`config.mk`:
```
export PLATFORM = sky130hd
export DESIGN_NAME = exc_vector_seq
export DESIGN_NICKNAME = d
export VERILOG_FILES = /design/src/rtl/exc_vec_pkg.sv /design/src/rtl/exc_seq_fsm.sv /design/src/rtl/exc_mode_ctrl.sv /design/src/rtl/exc_vec_addr.sv /design/src/rtl/exc_vector_seq.sv
export SDC_FILE = /design/constraint.sdc
export NUM_CORES = 1
export LEC_CHECK = 0
export BUFFER_PORTS_ARGS = -buffer_cell sky130_fd_sc_hd__buf_2
export CORE_ASPECT_RATIO = 1.75
export CORE_MARGIN = 10
export CORE_UTILIZATION = 50
export DETAILED_ROUTE_END_ITERATION = 10
export PLACE_DENSITY_LB_ADDON = 0.25
export REMOVE_ABC_BUFFERS = 1
export SLEW_MARGIN = 20
export SYNTH_ARGS = -nofsm -noshare
export SYNTH_HDL_FRONTEND = slang
export SYNTH_SLANG_ARGS = --single-unit
```
`constraint.sdc`:
```
create_clock -name clk -period 7.15 [get_ports clk]
set_clock_uncertainty 0.15 [all_clocks]
set_input_delay 1.0725 -clock clk [delete_from_list [all_inputs] [get_ports clk]]
set_output_delay 1.0725 -clock clk [all_outputs]
set_load 0.1 [all_outputs]
```
`src/rtl/exc_vec_pkg.sv`:
```
package exc_vec_pkg;
   typedef enum logic [1:0] {
      ST_IDLE        = 2'd0,
      ST_SELECT_SP   = 2'd1,
      ST_READ_VECTOR = 2'd2,
      ST_LOAD_PC     = 2'd3
   } exc_state_e;
endpackage

```
`src/rtl/exc_seq_fsm.sv`:
```
module exc_seq_fsm
   import exc_vec_pkg::*;
(
   input  logic       clk,
   input  logic       rst_n,
   input  logic       req_valid,
   input  logic       rd_ready,
   input  logic       rd_err,
   output exc_state_e state,
   output logic       accept,
   output logic       pc_load,
   output logic       fault_q
);
   exc_state_e nxt;

   assign accept  = (state == ST_IDLE) && req_valid;
   assign pc_load = (state == ST_READ_VECTOR) && rd_ready && !rd_err;

   always_comb begin
      nxt = state;
      unique case (state)
         ST_IDLE:        if (req_valid) nxt = ST_SELECT_SP;
         ST_SELECT_SP:   nxt = ST_READ_VECTOR;
         ST_READ_VECTOR: if (rd_ready) nxt = rd_err ? ST_IDLE : ST_LOAD_PC;
         ST_LOAD_PC:     nxt = ST_IDLE;
         default:        nxt = ST_IDLE;
      endcase
   end

   always_ff @(posedge clk or negedge rst_n) begin
      if (!rst_n) begin
         state   <= ST_IDLE;
         fault_q <= 1'b0;
      end else begin
         state   <= nxt;
         fault_q <= (state == ST_READ_VECTOR) && rd_ready && rd_err;
      end
   end
endmodule

```
`src/rtl/exc_mode_ctrl.sv`:
```
module exc_mode_ctrl (
   input  logic clk,
   input  logic rst_n,
   input  logic idle,
   input  logic accept,
   input  logic is_irq,
   input  logic mode_we,
   input  logic mode_wdata,
   output logic mode_bit,
   output logic sp_sel
);
   always_ff @(posedge clk or negedge rst_n) begin
      if (!rst_n) begin
         mode_bit <= 1'b0;
         sp_sel   <= 1'b0;
      end else if (accept) begin
         if (is_irq) begin
            mode_bit <= 1'b0;
            sp_sel   <= 1'b0;
         end else begin
            sp_sel   <= mode_bit;
         end
      end else if (idle && mode_we) begin
         mode_bit <= mode_wdata;
      end
   end
endmodule

```
`src/rtl/exc_vec_addr.sv`:
```
module exc_vec_addr #(
   parameter int          ADDR_W      = 32,
   parameter int          VEC_W       = 8,
   parameter int          ENTRY_BYTES = 4,
   parameter bit          RELOCATABLE = 1'b1,
   parameter logic [31:0] BASE_RESET  = 32'h0
) (
   input  logic              clk,
   input  logic              rst_n,
   input  logic              idle,
   input  logic              accept,
   input  logic [VEC_W-1:0]  vector,
   input  logic              base_we,
   input  logic [ADDR_W-1:0] base_wdata,
   output logic [ADDR_W-1:0] vec_addr
);
   localparam int SHIFT = $clog2(ENTRY_BYTES);

   logic [VEC_W-1:0]  vec_q;
   logic [ADDR_W-1:0] base_q;
   logic [ADDR_W-1:0] offset;

   always_ff @(posedge clk or negedge rst_n) begin
      if (!rst_n) vec_q <= '0;
      else if (accept) vec_q <= vector;
   end

   generate
      if (RELOCATABLE) begin : g_reloc
         always_ff @(posedge clk or negedge rst_n) begin
            if (!rst_n) base_q <= ADDR_W'(BASE_RESET);
            else if (idle && !accept && base_we) base_q <= base_wdata;
         end
      end else begin : g_fixed
         logic unused_wr;
         assign unused_wr = base_we ^ (^base_wdata) ^ clk ^ rst_n;
         assign base_q    = ADDR_W'(BASE_RESET);
      end
   endgenerate

   assign offset   = ADDR_W'(vec_q) << SHIFT;
   assign vec_addr = base_q + offset;
endmodule

```
`src/rtl/exc_vector_seq.sv`:
```
module exc_vector_seq
   import exc_vec_pkg::*;
#(
   parameter int ADDR_W      = 32,
   parameter int DATA_W      = 32,
   parameter int VEC_W       = 8,
   parameter int ENTRY_BYTES = 4,
   parameter bit RELOCATABLE = 1'b1
) (
   input  logic              clk,
   input  logic              rst_n,
   input  logic              req_valid,
   input  logic [VEC_W-1:0]  req_vector,
   input  logic              req_is_irq,
   input  logic              vbr_we,
   input  logic [ADDR_W-1:0] vbr_wdata,
   input  logic              mode_we,
   input  logic              mode_wdata,
   output logic              mem_rd_req,
   output logic [ADDR_W-1:0] mem_rd_addr,
   input  logic              mem_rd_ready,
   input  logic [DATA_W-1:0] mem_rd_data,
   input  logic              mem_rd_err,
   output logic              busy,
   output logic              mode_bit,
   output logic              sp_select,
   output logic [DATA_W-1:0] pc_out,
   output logic              fetch_req,
   output logic              fault
);
   generate
      if (ENTRY_BYTES < 1 || (ENTRY_BYTES & (ENTRY_BYTES - 1)) != 0) begin : g_bad_entry
         $error("ENTRY_BYTES must be a power of two");
      end
      if (ADDR_W < VEC_W + $clog2(ENTRY_BYTES)) begin : g_bad_addr
         $error("ADDR_W too narrow for vector table");
      end
      if (DATA_W < 1 || ADDR_W < 1 || VEC_W < 1) begin : g_bad_w
         $error("widths must be positive");
      end
   endgenerate

   exc_state_e state;
   logic       accept, pc_load, idle;

   assign idle = (state == ST_IDLE);

   exc_seq_fsm u_fsm (
      .clk      (clk),
      .rst_n    (rst_n),
      .req_valid(req_valid),
      .rd_ready (mem_rd_ready),
      .rd_err   (mem_rd_err),
      .state    (state),
      .accept   (accept),
      .pc_load  (pc_load),
      .fault_q  (fault)
   );

   exc_mode_ctrl u_mode (
      .clk       (clk),
      .rst_n     (rst_n),
      .idle      (idle),
      .accept    (accept),
      .is_irq    (req_is_irq),
      .mode_we   (mode_we),
      .mode_wdata(mode_wdata),
      .mode_bit  (mode_bit),
      .sp_sel    (sp_select)
   );

   exc_vec_addr #(
      .ADDR_W     (ADDR_W),
      .VEC_W      (VEC_W),
      .ENTRY_BYTES(ENTRY_BYTES),
      .RELOCATABLE(RELOCATABLE),
      .BASE_RESET (32'h0)
   ) u_addr (
      .clk       (clk),
      .rst_n     (rst_n),
      .idle      (idle),
      .accept    (accept),
      .vector    (req_vector),
      .base_we   (vbr_we),
      .base_wdata(vbr_wdata),
      .vec_addr  (mem_rd_addr)
   );

   always_ff @(posedge clk or negedge rst_n) begin
      if (!rst_n) pc_out <= '0;
      else if (pc_load) pc_out <= mem_rd_data;
   end

   assign busy       = !idle;
   assign mem_rd_req = (state == ST_READ_VECTOR);
   assign fetch_req  = (state == ST_LOAD_PC);
endmodule

```
==> results of run 1 <==
## state kept, by name, summed over array words and instances, names as in the netlist
signal	count
u_fsm.state	2
u_mode.mode_bit	1
u_addr.vec_q	8
u_mode.sp_sel	1
pc_out	32
u_fsm.fault_q	1
u_addr.base_q	32
## kinds of logic after synthesis
group	after synthesis	synth area share, %
flip-flops	77	52.0
multiplexers	71	21.6
AND/OR/NAND/NOR	53	8.82
XOR/XNOR	28	6.62
AO/OA/AOI/OAI	25	4.26
buffers and inverters	20	3.45
adder cells (fa/ha/maj)	9	3.24
## worst max-delay path, stage by stage, from the launching register on
cell      delay [ns]
dfrtp_1         0.35
ha_1            0.21
inv_1           0.07
fa_1            0.39
nand2b_1        0.18
a21oi_1         0.20
o41a_1          0.51
nand4_1         0.18
xnor2_1         0.17
buf_2           0.45
## through the flow
stage / instance area (sq um) / std cells
final: 4780 / 523
after global routing: 4780 / 523
after CTS: 4770 / 523
after detailed placement: 4480 / 507
after global placement: 4480 / 507
after floorplan: 3600 / 269
## cell type report
| class | count | area share, % |
|---|---|---|
| Clock buffer | 11 | 5.08 |
| Inverter | 6 | 0.471 |
| Multi-Input combinational cell | 186 | 34.8 |
| Sequential cell | 77 | 40.3 |
| Clock inverter | 5 | 1.05 |
| Timing Repair Buffer | 152 | 16.1 |
| Tap cell | 86 | 2.25 |
## worst max path at each step
| stage | slack (ns) | depth (start not counted) | to |
|---|---|---|---|
| after floorplan | 2.50 | 6 | mem_rd_addr[23] |
| after global placement | 3.05 | 7 | mem_rd_addr[31] |
| after detailed placement | 2.97 | 7 | mem_rd_addr[31] |
| after CTS | 2.61 | 7 | mem_rd_addr[31] |
| after global routing | 2.60 | 9 | mem_rd_addr[20] |
| final | 2.88 | 9 | mem_rd_addr[20] |
## layout by cell type, fill, tap and decap left out, drive strengths merged, types with 4 or more instances in the layout
master,n
nand2,9
mux2,71
buf,152
clkbuf,11
nand4,7
ha,8
nand3,10
o21ai,7
a21oi,7
clkinv,4
dfrtp,77
and3,10
xnor2,26
inv,6
nand2b,5
## per-layer routing
layer,part of all wire (%),GRT usage (%)
met1,34,14.2
met2,54,28.5
met3,9.3,7.28
met4,2.3,7.44
met5,0,0
==> flow_metrics.env, run 1 <==
export IMPL_yosysTopAreaCellShare_pct=52.0
export IMPL_arrival_ns=3.04
export IMPL_fin_setup_tns_ns=0
export IMPL_critPathLaunch="u_addr.base_q[2]$_DFFE_PN0P_"
export IMPL_ys_types=36
export IMPL_post_cts_resized_instances=0
export IMPL_viasPerCell=5.19
export IMPL_num_vias=2716
export IMPL_worstHoldStart="u_mode.sp_sel$_DFFE_PN0P_"
export IMPL_die_area_sq_um=11400
export IMPL_initialDrtViolationCount=117
export IMPL_fin_ws_ns=2.88
export IMPL_area_delta_synth_final_pct=29.1
export IMPL_ys_seq_area_share_pct=52.0
export IMPL_grt_pass1_wl_mm=14.5
export IMPL_tightest_slew_ns=0.938
export IMPL_hold_viol=0
export IMPL_antenna_found_initial=0
export IMPL_track_usage_pct=15.7
export IMPL_min_period_ns=4.27
export IMPL_multi_input_area_sq_um=1660
export IMPL_rows=41
export IMPL_drive_above_1_share_pct=55.6
export IMPL_critical_path_class="reg -> out"
export IMPL_synth_main_ff_cell="dfrtp_1"
export IMPL_io_pins=151
export IMPL_synth_area_leader_cell="dfrtp_1"
export IMPL_area_sequential_sq_um=1930
export IMPL_clockBufferDepth=2
export IMPL_fill_cells=574
export IMPL_maxCapViolations=0
export IMPL_post_route_period_util_pct=59.7
export IMPL_dpl_hpwl_mm=7.02
export IMPL_clock_sinks=77
export IMPL_startpoint_type="flip-flop"
export IMPL_die_x_um=85.1
export IMPL_wl_per_cell_um=16.8
export IMPL_min_path_cells=2
export IMPL_firstDrtPassIters=4
export IMPL_holdWs_ns=0.333
export IMPL_critPathRequiredTime_ns=5.93
export IMPL_grt_overflow=0
export IMPL_fmax_ghz=0.234
export IMPL_slew_headroom_pct=37.5
export IMPL_port_buffers=150
export IMPL_avgSynthCellArea_sq_um=13.1
export IMPL_gp_congestion=0.824
export IMPL_wirelength_mm=8.80
export IMPL_cts_hold_buf=0
export IMPL_r2r_start="u_fsm.state[1]$_DFFE_PN0P_"
export IMPL_r2r_slack_ns=5.16
export IMPL_synth_common_cells="77 x dfrtp_1, 70 x mux2_2, 26 x xnor2_1"
export IMPL_min_to="u_mode.sp_sel$_DFFE_PN0P_"
export IMPL_maxSlewViolCount=0
export IMPL_endpoint_kind="output port"
export IMPL_h_tree_depth=3
export IMPL_yosysWarnings=0
export IMPL_final_nets=522
export IMPL_r2r_cells=5
export IMPL_ant_nets=0
export IMPL_netlist_area_sq_um=3700
export IMPL_synth_edf_count=0
export IMPL_rsz0062_at_grt="false"
export IMPL_clk_pin_slew_worst_paths_ns=0.06
export IMPL_drc_errors=0
export IMPL_antenna_cells=0
export IMPL_pre_cts_ws_ns=2.97
export IMPL_postCtsSetupRepairBufs=0
export IMPL_outcome="completed"
export IMPL_clock_latency_ns=0.33
export IMPL_ys_seq_elements=77
export IMPL_synth_area_leaders="dfrtp_1 52%, mux2_2 21%, xnor2_1 6.1%"
export IMPL_worstReg2RegEnd="u_addr.base_q[24]$_DFFE_PN0P_"
export IMPL_cts_tree="yes"
export IMPL_die_h_um=134
export IMPL_setup_viol=0
export IMPL_core_area_sq_um=7230
export IMPL_cts_inserted_buffers=9
export IMPL_start_util_pct=51.2
export IMPL_path_max_fanout=11
export IMPL_fin_util_pct=66.1
export IMPL_cts_root_buffer="clkbuf_16"
export IMPL_synth_cells=283
export IMPL_synth_most_common_cell="dfrtp_1"
export IMPL_min_path_type="reg -> reg"
export IMPL_postSynth_asyncResetShare_pct=100
export IMPL_grt_pass1_vias=3072
export IMPL_grt_max_degree=78
Power of run 1 is left out: the tool's default activity adds up to more than one toggle a clock period on the data nets, which glitch-free logic cannot reach.
==> run 2, diff against run 1 <==
--- a/config.mk
+++ b/config.mk
@@ -5,6 +5,7 @@
 export SDC_FILE = /design/constraint.sdc
 export NUM_CORES = 1
 export LEC_CHECK = 0
+export ABC_AREA = 1
 export BUFFER_PORTS_ARGS = -buffer_cell sky130_fd_sc_hd__buf_2
 export CORE_ASPECT_RATIO = 1.75
 export CORE_MARGIN = 10
==> constraint.sdc (replaced) <==
create_clock -name clk -period 4.4 [get_ports clk]
set_clock_uncertainty 0.15 [all_clocks]
set_input_delay 0.66 -clock clk [delete_from_list [all_inputs] [get_ports clk]]
set_output_delay 0.66 -clock clk [all_outputs]
set_load 0.1 [all_outputs]
==> run 2 against run 1 <==
Effect of this change: non-clock buffer count fell by 2; final area rose by 9.5%; critical path type unchanged; die area rose by 10%; largest cell class is now multi-input gates; critical path depth rose by 2.
==> flow_metrics.env, run 2 <==
export IMPL_outcome="completed"
export IMPL_cpMostUsedCell="nand2_1"
export IMPL_track_usage_pct=19.5
export IMPL_ys_seq_elements=77
export IMPL_cts_root_buffer="clkbuf_16"
export IMPL_ys_seq_area_share_pct=46.3
export IMPL_layout_commonest_cell="nand2_1"
export IMPL_place_inst=720
export IMPL_maxSlewViolCount=0
export IMPL_setup_viol=0
export IMPL_start_util_pct=50.8
export IMPL_grt_pass1_wl_mm=19.1
export IMPL_synth_area_leaders="dfrtp_1 46%, nand2_1 14%, mux2_2 13%"
export IMPL_grt_max_degree=78
export IMPL_synth_area_leader_cell="dfrtp_1"
export IMPL_r2r_slack_ns=2.12
export IMPL_final_nets=729
export IMPL_antenna_found_initial=0
export IMPL_wirelength_mm=11.9
export IMPL_post_route_period_util_pct=76.6
export IMPL_clockBufferDepth=2
export IMPL_slowest_delay_ns=0.44
export IMPL_die_x_um=89.0
export IMPL_fill_cells=711
export IMPL_critPathRequiredTime_ns=3.59
export IMPL_crit_chain="ha_1, inv_1, fa_1, inv_1, nand3_1, nand3_1, nand2_1, nand2_1, nand2_1, xor2_1, buf_2"
export IMPL_synth_most_common_cell="nand2_1"
export IMPL_reg_top3="pc_out (32), u_addr.base_q (32), u_addr.vec_q (8)"
export IMPL_clock_sinks=77
export IMPL_post_cts_resized_instances=0
export IMPL_cts_tree="yes"
export IMPL_holdWs_ns=0.314
export IMPL_grt_overflow=0
export IMPL_dpl_hpwl_mm=9.74
export IMPL_avgSynthCellArea_sq_um=8.52
export IMPL_crit_buf_inv=3
export IMPL_fmax_ghz=0.297
export IMPL_min_path_type="in -> async"
export IMPL_cp_top_family="buffers and inverters"
export IMPL_clk_pin_slew_worst_paths_ns=0.06
export IMPL_core_area_sq_um=8200
export IMPL_firstDrtPassIters=4
export IMPL_netlist_area_sq_um=4170
export IMPL_synth_main_ff_cell="dfrtp_1"
export IMPL_startpoint_type="flip-flop"
export IMPL_crit_cells=11
export IMPL_postCtsSetupRepairBufs=0
export IMPL_fin_setup_tns_ns=0
export IMPL_synth_cells=489
export IMPL_yosysTopAreaCellShare_pct=46.3
export IMPL_synth_edf_count=0
export IMPL_initialDrtViolationCount=139
export IMPL_viasPerCell=5.08
export IMPL_synth_common_cells="151 x nand2_1, 77 x dfrtp_1, 58 x inv_1"
export IMPL_path_max_fanout=5
export IMPL_clock_latency_ns=0.33
export IMPL_rsz0062_at_grt="false"
export IMPL_port_buffers=150
export IMPL_grt_pass1_vias=4091
export IMPL_io_pins=151
export IMPL_drive_above_1_share_pct=33.5
export IMPL_die_area_sq_um=12500
export IMPL_num_vias=3742
export IMPL_critical_path_class="reg -> out"
export IMPL_endpoint_kind="output port"
export IMPL_maxCapViolations=0
export IMPL_gp_congestion=0.933
export IMPL_drc_errors=0
export IMPL_yosysWarnings=0
export IMPL_mostFrequentLayoutCells="151 x nand2_1, 149 x buf_2, 77 x dfrtp_1"
export IMPL_cts_inserted_buffers=9
export IMPL_r2r_cells=3
export IMPL_slew_headroom_pct=34.4
export IMPL_wl_per_cell_um=16.2
export IMPL_postSynth_asyncResetShare_pct=100
export IMPL_ant_nets=0
export IMPL_die_h_um=141
export IMPL_antenna_cells=0
export IMPL_rows=44
export IMPL_tightest_slew_ns=0.983
export IMPL_fin_cells=736
export IMPL_area_delta_synth_final_pct=25.6
export IMPL_hold_viol=0
export IMPL_crit_path_top_delay_cell="buf_2"
export IMPL_ys_types=27
export IMPL_cts_hold_buf=0
export IMPL_arrival_ns=2.56
export IMPL_min_period_ns=3.37
export IMPL_h_tree_depth=3
run 2: logic make-up (layout without fill, tap and decap cells):
kind of cell | Yosys count | after routing | synth area share (%)
compound gates | 25 | 25 | 3.06
xor+xnor | 12 | 12 | 2.52
fa+ha+maj | 9 | 9 | 2.88
buf+inv | 70 | 225 | 7.33
flops | 77 | 77 | 46.3
mux | 49 | 49 | 13.2
simple gates | 247 | 247 | 24.7
run 2: path summary, 6_finish.rpt:
kind                                              from                            end
min in group clk           u_addr.vec_q[6]$_DFFE_PN0P_    u_addr.vec_q[6]$_DFFE_PN0P_
max reg2reg                 u_fsm.state[0]$_DFFE_PN0P_   u_addr.base_q[2]$_DFFE_PN0P_
max in group asynchronous                        rst_n  u_addr.base_q[25]$_DFFE_PN0P_
max                        u_addr.vec_q[0]$_DFFE_PN0P_                mem_rd_addr[18]
min                                              rst_n  u_addr.base_q[22]$_DFFE_PN0P_
min reg2reg                u_addr.vec_q[6]$_DFFE_PN0P_    u_addr.vec_q[6]$_DFFE_PN0P_
run 2: area by class of cell:
type	instances	area [sq um]	share of cell area, %
well taps	92	115	2.20
inverters	59	221	4.23
multi-input cells	342	1940	37.0
clock inverters	5	35.0	0.670
repair buffers	150	753	14.4
flip-flops and latches	77	1930	36.8
clock buffers	11	243	4.64
run 2: metrics by stage:
step | area (sq um) | setup slack [ns] | util, %
global placement | 4950 | 1.48 | 60.4
global route | 5230 | 0.815 | 63.8
finish | 5230 | 1.03 | 63.8
floorplan | 4080 | 0.728 | -
CTS | 5230 | 1.01 | 63.8
detailed placement | 4950 | 1.40 | 60.4
run 2: layer usage:
layer / up-vias / share of wire (%) / track usage [%]
met4: 0 / 3.7 / 9.60
met5: - / 0 / 0
li1: 1851 / - / -
met3: 31 / 9.0 / 7.73
met1: 1717 / 33 / 17.7
met2: 143 / 54 / 35.6
Power of run 2 is left out for the same reason.
==> run 3, diff against run 2 <==
--- a/config.mk
+++ b/config.mk
@@ -5,11 +5,11 @@
 export SDC_FILE = /design/constraint.sdc
 export NUM_CORES = 1
 export LEC_CHECK = 0
-export ABC_AREA = 1
+export ABC_AREA = 0
 export BUFFER_PORTS_ARGS = -buffer_cell sky130_fd_sc_hd__buf_2
 export CORE_ASPECT_RATIO = 1.75
 export CORE_MARGIN = 10
-export CORE_UTILIZATION = 50
+export CORE_UTILIZATION = 48
 export DETAILED_ROUTE_END_ITERATION = 10
 export PLACE_DENSITY_LB_ADDON = 0.25
 export REMOVE_ABC_BUFFERS = 1
==> constraint.sdc (replaced) <==
create_clock -name clk -period 3.3 [get_ports clk]
set_clock_uncertainty 0.15 [all_clocks]
set_input_delay 0.495 -clock clk [delete_from_list [all_inputs] [get_ports clk]]
set_output_delay 0.495 -clock clk [all_outputs]
set_load 0.1 [all_outputs]
==> run 3 against run 2 <==
Effect of this change: worst hold slack worse by 0.16 ns; global-route usage is 3.7 points lower; critical path depth is 1 lower; core utilization is 5.9 points higher; via count is 25% lower; sequential cell count stayed put; worst setup slack worse by 0.90 ns; highest routed layer unchanged; register-to-register slack worse by 0.82 ns.
==> flow_metrics.env, run 3 (synthesis results as in run 1) <==
export IMPL_grt_pass1_wl_mm=14.8
export IMPL_cts_hold_buf=0
export IMPL_die_area_sq_um=11800
export IMPL_reg_top3="pc_out (32), u_addr.base_q (32), u_addr.vec_q (8)"
export IMPL_final_area_sq_um=5270
export IMPL_layout_commonest_cell="buf_2"
export IMPL_h_tree_depth=3
export IMPL_arrival_ns=2.53
export IMPL_setup_viol=0
export IMPL_wl_per_cell_um=18.1
export IMPL_pre_cts_ws_ns=0.362
export IMPL_fin_cells=530
export IMPL_die_x_um=86.4
export IMPL_multi_input_area_sq_um=1760
export IMPL_path_max_fanout=6
export IMPL_area_delta_synth_final_pct=42.3
export IMPL_rsz0062_at_grt="true"
export IMPL_clk_pin_slew_worst_paths_ns=0.06
export IMPL_fin_setup_tns_ns=0
export IMPL_start_util_pct=48.9
export IMPL_wirelength_mm=9.57
export IMPL_firstDrtPassIters=4
export IMPL_outcome="completed"
export IMPL_critPathRequiredTime_ns=2.65
export IMPL_core_area_sq_um=7570
export IMPL_die_h_um=136
export IMPL_cts_inserted_buffers=9
export IMPL_ant_nets=0
export IMPL_final_nets=526
export IMPL_grt_max_degree=78
export IMPL_antenna_found_initial=1
export IMPL_fill_cells=570
export IMPL_cts_tree="yes"
export IMPL_fin_ws_ns=0.130
export IMPL_place_inst=511
export IMPL_grt_overflow=0
export IMPL_critical_path_class="reg -> out"
export IMPL_port_buffers=150
export IMPL_startpoint_type="flip-flop"
export IMPL_hold_viol=0
export IMPL_fmax_ghz=0.315
export IMPL_maxCapViolations=0
export IMPL_initialDrtViolationCount=82
export IMPL_num_vias=2793
export IMPL_clock_sinks=77
export IMPL_clock_latency_ns=0.32
export IMPL_cts_root_buffer="clkbuf_16"
export IMPL_min_period_ns=3.17
export IMPL_area_sequential_sq_um=1930
export IMPL_drive_above_1_share_pct=59.9
export IMPL_rows=42
export IMPL_mostFrequentLayoutCells="127 x buf_2, 77 x dfrtp_1, 70 x mux2_2"
export IMPL_slew_headroom_pct=36.9
export IMPL_place_area_sq_um=4830
export IMPL_tightest_slew_ns=0.946
export IMPL_io_pins=151
export IMPL_maxSlewViolCount=0
export IMPL_drc_errors=0
export IMPL_post_route_period_util_pct=96.1
export IMPL_min_path_type="in -> async"
export IMPL_gp_congestion=0.804
export IMPL_grt_pass1_vias=3093
export IMPL_dpl_hpwl_mm=7.34
export IMPL_endpoint_kind="output port"
export IMPL_track_usage_pct=15.8
export IMPL_viasPerCell=5.27
export IMPL_clockBufferDepth=2
run 3: changes by cell type in the layout (fill, tap and decap cells not counted), moves of 22 or more:
cell     delta
buf_2      -22
nand2_1   -142
buf_12     +22
mux2_2     +23
nor2_1     -44
nand3_1    -22
inv_1      -52
run 3: metal layers:
metal	part of all wire [%]	vias up	wire (um)	GRT usage, %
met5	0	-	0	0
met4	2.6	0	245	7.23
met3	9.4	20	903	8.33
met2	54	103	5180	27.6
met1	34	1365	3240	14.5
li1	-	1305	-	-
run 3: final cells by class:
cell class | instances | share of cell area (%)
antenna | 1 | 0.0475
clock buffer | 12 | 5.06
clock inverter | 4 | 0.855
inverter | 6 | 0.427
multi-input combinational | 186 | 33.4
sequential | 77 | 36.6
tap | 88 | 2.09
timing repair buffer | 156 | 21.6
run 3: what timing repair did:
item,in CTS,in global routing
buffers inserted,0,1
endpoints found under the setup margin,0,20
gates resized for setup,0,21
run 3: critical path, stage by stage, from the launching register on:
cell and delay (ns):
dfrtp_1 0.35, ha_2 0.19, inv_1 0.05, fa_2 0.34
nand2b_4 0.15, a21oi_2 0.13, o41a_1 0.23, buf_6 0.17
nand3_1 0.13, xnor2_2 0.26, buf_12 0.20
run 3: final timing paths:
path | endpoint | start | cells past startpoint | slack, ns
max in group asynchronous | u_addr.base_q[22]$_DFFE_PN0P_ | rst_n | 1 | 2.22
hold / removal | pc_out[9]$_DFFE_PN0P_ | rst_n | 1 | 0.16
hold reg to reg | u_mode.sp_sel$_DFFE_PN0P_ | u_mode.sp_sel$_DFFE_PN0P_ | 2 | 0.34
min in group clk | u_addr.base_q[8]$_DFFE_PN0P_ | vbr_wdata[8] | 2 | 0.25
setup / recovery | mem_rd_addr[30] | u_addr.vec_q[0]$_DFFE_PN0P_ | 10 | 0.13
setup reg to reg | u_addr.base_q[28]$_DFFE_PN0P_ | u_fsm.state[1]$_DFFE_PN0P_ | 5 | 1.30
run 3: metrics by stage:
stage	hold WS (ns)	util (%)
final	0.157	69.6
after detailed placement	0.328	63.8
after global placement	0.311	63.8
after global routing	0.232	69.6
after CTS	0.201	67.9
after floorplan	0.0494	-
Power of run 3 is left out for the same reason.
